$ cat src/rtl/keymatrix_responder.sv
module keymatrix_responder #(
  parameter int STROBES     = 11,
  parameter int SENSES      = 7,
  parameter int SIDES       = 5,
  parameter int DEPTH       = 16,
  parameter int TICK_CYCLES = 3906250
) (
  input  logic               clk,
  input  logic               rst_n,
  input  logic [STROBES-1:0] strobe_i,
  output logic [SENSES-1:0]  sense_o,
  input  logic [SIDES-1:0]   side_invert_i,
  output logic [SIDES-1:0]   side_o,
  input  logic               ev_valid_i,
  input  logic [7:0]         ev_code_i,
  input  logic               map_we_i,
  input  logic [6:0]         map_addr_i,
  input  logic [7:0]         map_data_i,
  input  logic               restore_i,
  output logic               overflow_o
);
  localparam int AW = (DEPTH > 1) ? $clog2(DEPTH) : 1;
  localparam int CW = $clog2(DEPTH + 1);
  localparam int TW = $clog2(TICK_CYCLES + 1);
  localparam logic [2:0] SIDE_ROW = 3'd7;

  logic [STROBES-1:0] keys_q [SENSES];
  logic [SIDES-1:0]   side_q;
  logic [7:0]         map_q  [128];
  logic [7:0]         fifo_q [DEPTH];
  logic [AW-1:0]      wr_q, rd_q;
  logic [CW-1:0]      cnt_q;
  logic [TW-1:0]      tick_q;
  logic               ovf_q;

  wire tick  = (tick_q == TW'(TICK_CYCLES - 1));
  wire full  = (cnt_q == CW'(DEPTH));
  wire pop   = tick && (cnt_q != '0) && !restore_i;
  wire push  = ev_valid_i && !restore_i && (!full || pop);

  wire [7:0] head  = fifo_q[rd_q];
  wire [7:0] entry = map_q[head[6:0]];
  wire       hit   = pop && entry[7];
  wire [2:0] row   = entry[6:4];
  wire [3:0] col   = entry[3:0];
  wire       press = ~head[7];

  genvar g;
  generate
    for (g = 0; g < SENSES; g++) begin : g_sense
      assign sense_o[g] = |(keys_q[g] & strobe_i);
    end
  endgenerate

  assign side_o     = side_q ^ side_invert_i;
  assign overflow_o = ovf_q;

  always_ff @(posedge clk or negedge rst_n) begin
    if (!rst_n) tick_q <= '0;
    else        tick_q <= tick ? '0 : tick_q + 1'b1;
  end

  always_ff @(posedge clk or negedge rst_n) begin
    if (!rst_n) begin
      for (int i = 0; i < 128; i++) map_q[i] <= '0;
    end else if (map_we_i) begin
      map_q[map_addr_i] <= map_data_i;
    end
  end

  always_ff @(posedge clk) begin
    if (push) fifo_q[wr_q] <= ev_code_i;
  end

  always_ff @(posedge clk or negedge rst_n) begin
    if (!rst_n) begin
      wr_q  <= '0;
      rd_q  <= '0;
      cnt_q <= '0;
      ovf_q <= 1'b0;
    end else if (restore_i) begin
      wr_q  <= '0;
      rd_q  <= '0;
      cnt_q <= '0;
      ovf_q <= 1'b0;
    end else begin
      if (push) wr_q <= (wr_q == AW'(DEPTH - 1)) ? '0 : wr_q + 1'b1;
      if (pop)  rd_q <= (rd_q == AW'(DEPTH - 1)) ? '0 : rd_q + 1'b1;
      if (push && !pop)      cnt_q <= cnt_q + 1'b1;
      else if (pop && !push) cnt_q <= cnt_q - 1'b1;
      if (ev_valid_i && !push) ovf_q <= 1'b1;
    end
  end

  always_ff @(posedge clk or negedge rst_n) begin
    if (!rst_n) begin
      for (int r = 0; r < SENSES; r++) keys_q[r] <= '0;
    end else if (restore_i) begin
      for (int r = 0; r < SENSES; r++) keys_q[r] <= '0;
    end else if (hit && row != SIDE_ROW) begin
      for (int r = 0; r < SENSES; r++)
        for (int c = 0; c < STROBES; c++)
          if (3'(r) == row && 4'(c) == col) keys_q[r][c] <= press;
    end
  end

  always_ff @(posedge clk or negedge rst_n) begin
    if (!rst_n) begin
      side_q <= '0;
    end else if (hit && row == SIDE_ROW) begin
      for (int s = 0; s < SIDES; s++)
        if (4'(s) == col) side_q[s] <= press;
    end
  end

  a_r1_idle_strobe: assert property (@(posedge clk) disable iff (!rst_n)
    (strobe_i == '0) |-> (sense_o == '0));

  a_r5_no_drain_off_tick: assert property (@(posedge clk) disable iff (!rst_n)
    (!tick && !restore_i) |=> (cnt_q >= $past(cnt_q)));

  a_r6_depth_bound: assert property (@(posedge clk) disable iff (!rst_n)
    cnt_q <= CW'(DEPTH));

  a_r6_sticky_flag: assert property (@(posedge clk) disable iff (!rst_n)
    (overflow_o && !restore_i) |=> overflow_o);

  a_r7_restore_clears: assert property (@(posedge clk) disable iff (!rst_n)
    restore_i |=> (cnt_q == '0 && sense_o == '0 && !overflow_o));
endmodule

$ cat config.mk
export PLATFORM = sky130hd
export DESIGN_NAME = keymatrix_responder
export DESIGN_NICKNAME = d
export VERILOG_FILES = /design/src/rtl/keymatrix_responder.sv
export SDC_FILE = /design/constraint.sdc
export NUM_CORES = 2
export LEC_CHECK = 0
export ABC_CLOCK_PERIOD_IN_PS = 4730
export BUFFER_PORTS_ARGS = -buffer_cell sky130_fd_sc_hd__buf_4
export CORE_ASPECT_RATIO = 2
export CORE_MARGIN = 4
export CORE_UTILIZATION = 45
export CTS_CLUSTER_DIAMETER = 100
export DETAILED_ROUTE_END_ITERATION = 6
export PLACE_DENSITY = 0.59
export SLEW_MARGIN = 10
export SYNTH_ARGS = -nofsm -noshare
export SYNTH_HDL_FRONTEND = slang
export SYNTH_SLANG_ARGS = --single-unit
$ cat constraint.sdc
create_clock -name clk -period 4.73 [get_ports clk]
set_clock_uncertainty 0.05 [all_clocks]
set_input_delay 0.473 -clock clk [delete_from_list [all_inputs] [get_ports clk]]
set_output_delay 0.473 -clock clk [all_outputs]
set_load 0.02 [all_outputs]
==> metrics.yaml <==
outcome: "complete, but fails checks"
fin_nets: 5576
setup_tns_ps: -10220
finalWirelength_mm: 212.8
slew-limit-headroom_pct: 16.69
drtIter0Drc: 3968
path_class: "reg2reg"
synth_cell_types: 79
grt_pass1_vias: 47760
grt_max_degree: 129
synth-seq-area-share_pct: 53.33
dp_hpwl_mm: 140.9
fin_crit_ps: 4990
violations: "negative setup slack"
wire_per_inst_um: 28.95
clkLatencyLatePin_ps: 760
maxSlewViolCount: 0
gp_congestion: 0.9236
ys.flop_type: "dfrtp_1"
grt_pass1_wl_mm: 312.9
clk_pin_slew_worst_paths_ps: 70
io_pins: 57
crit_arrival_ps: 5570
grt_use_total_pct: 29.54
fmax_ghz: 0.2004
min_period_over_period_pct: 105.5
initial_core_util_pct: 45.34
syn_inst: 5160
hold_slack_ps: 126.5
rsz0062_at_grt: "true"
synthArstFlopShare_pct: 89.92
yosysTopAreaCellShare_pct: 47.01
grt.overflow.total: 0
vias: 46130
fill_cells: 11540
cts_tree: "done"
clock_path_buffers: 3
synth_edf_count: 128
p_leak_uw: 0.03247
synthTopCellsByCount: "dfrtp_1 (1,142), mux2_2 (1,052), nand2_1 (666), nand3_1 (295), clkbuf_1 (247)"
maxCapViolations: 0
cts_buffers: 115
synth_most_common_cell: "dfrtp_1"
ys_seq_elements: 1270
fin_cells: 7350
firstDrtPassIters: 6
synth_top_area_cell: "dfrtp_1"
dieHeight_um: 527.8
hold_viol_final: 0
synth_fp_nets: 5215
hp-class: "in2reg"
htreeDepth: 3
postRouteAntennaNets: 0
antenna_found_initial: 9
core-area_mm2: 0.1341
fp.dieW_um: 267.9
worst_setup_path_end_kind: "register"
avgSynthCellArea_um2: 11.78
drive_gt1_share_pct: 38.10
critPathLaunchType: "register"
dp.cells: 7005
vias_per_cell: 6.276
cts.sinks: 1270
power_density_mw_per_mm2: 351.0
cts-root-buf: "clkbuf_16"
synthesis.area_mm2: 0.06079
ir_drop_mv: 0.3380
yosys_warnings: 0
worst_slack_ps: -259.8
tightest_slew_ps: 1245
route.detailed.drc: 0
portBuffers: 56
die-area_mm2: 0.1414
num_rows: 190
synth_area_leaders: "dfrtp_1 (47%), mux2_2 (19%), edfxtp_1 (6.3%)"
required_ps: 5310
critical_path.max_fanout: 8
areaGrowthSynthToFinish_pct: 20.00
setup_violations: 81
==> layout by cell type, fill, tap and decap left out, types with 21 or more instances in the layout <==
cell type	count
nand2b_1	33
clkbuf_16	120
edfxtp_1	128
o21ai_0	64
buf_6	55
nand4_1	138
a22oi_1	149
mux4_2	30
mux2_2	1051
a22o_1	29
a211oi_1	53
mux2i_1	116
nor2b_1	26
nand3_1	289
clkinv_2	24
o211ai_1	47
dfrtp_1	1138
buf_12	75
a32oi_1	25
xor2_1	21
and3_1	71
a211oi_2	29
nor2_1	92
and2_1	25
a221oi_1	25
a31oi_1	107
buf_4	492
nand2_1	654
a21oi_1	74
==> critical path, stage by stage (launching register included) <==
cell and delay [ps]:
dfrtp_2 420, buf_12 150, mux2_4 300, a222oi_1 430, and3_4 300, nor2_4 80, buf_12 150, buf_6 140
bufbuf_16 280, nand2_1 70, a31oi_1 80, nand4_1 210, a41oi_2 170, buf_6 170, or4_4 500, or3_4 360
nand3b_1 230, nor4_2 290, buf_4 150, mux2_2 310
==> where the power goes <==
group	switching [uW]	leakage, uW	internal [uW]
clock network	4410	0.00201	5880
logic	1760	0.0137	1380
registers	442	0.0167	11700
total	6610	0.0325	19000
==> state kept, by name (all words and copies together) (netlist names) <==
register,cells
fifo_q,128
tick_q,22
overflow_o,1
side_q,5
wr_q,4
keys_q,77
cnt_q,5
rd_q,4
map_q,1024
==> layout make-up <==
cell class              count  area (um2)  share of cell area [%]
well taps                1728        2162                   2.964
clock buffers             148        3206                   4.394
multi-input cells        3465       27690                   37.96
diodes                      8       20.02                 0.02744
inverters                  11       47.55                 0.06518
flip-flops and latches   1270       32430                   44.46
clock inverters            62       895.9                   1.228
repair buffers            658        6495                   8.904
==> layer usage <==
metal / global-route usage [%] / vias to the layer above / part of all wire (%)
met5: 0 / - / 0.013
met4: 21.40 / 4 / 9.0
met3: 5.009 / 775 / 5.6
met2: 51.06 / 1824 / 50
met1: 32.58 / 23740 / 35
li1: - / 19790 / -
==> kinds of logic (layout without fill, tap and decap cells) <==
family | after synthesis | after routing | synth area share (%)
simple gates | 1485 | 1486 | 11.73
flops | 1270 | 1270 | 53.33
mux | 1203 | 1203 | 22.61
compound gates | 734 | 734 | 8.513
buf+inv | 426 | 879 | 3.139
xor+xnor | 31 | 31 | 0.4466
fa+ha+maj | 11 | 11 | 0.2388
other cells | 0 | 8 | 0
==> metrics by stage <==
step | power, uW | setup WS, ps | utilization [%] | cell area, um2
floorplan | 13820 | 174.6 | - | 60790
global route | 26450 | -354.3 | 54.39 | 72930
finish | 25610 | -259.8 | 54.41 | 72950
CTS | 25640 | -191.2 | 53.68 | 71980
detailed placement | 15220 | -971.4 | 49.22 | 65990
global placement | 15130 | -928.1 | 49.21 | 65980
==> worst paths after layout <==
kind / from / to / slack, ps / depth (start not counted)
max reg2reg: rd_q[0] / side_q[4] / -260 / 19
max: rd_q[0] / side_q[4] / -260 / 19
max in group asynchronous: rst_n / map_q[629] / 2920 / 4
min reg2reg: tick_q[5] / tick_q[5] / 440 / 1
min in group asynchronous: rst_n / map_q[426] / 360 / 2
min: restore_i / rd_q[0] / 130 / 2
==> what timing repair did <==
| item | CTS | global route |
|---|---|---|
| hold endpoints to repair | 193 | 0 |
| endpoints found under the setup margin | 82 | 82 |
| gates cloned | 8 | 8 |
| hold buffers | 10 | 0 |
| buffers inserted | 70 | 43 |
| resized for setup | 203 | 114 |
| pin swaps | 54 | 65 |
Note: power is estimated with default switching activity, not from simulation.
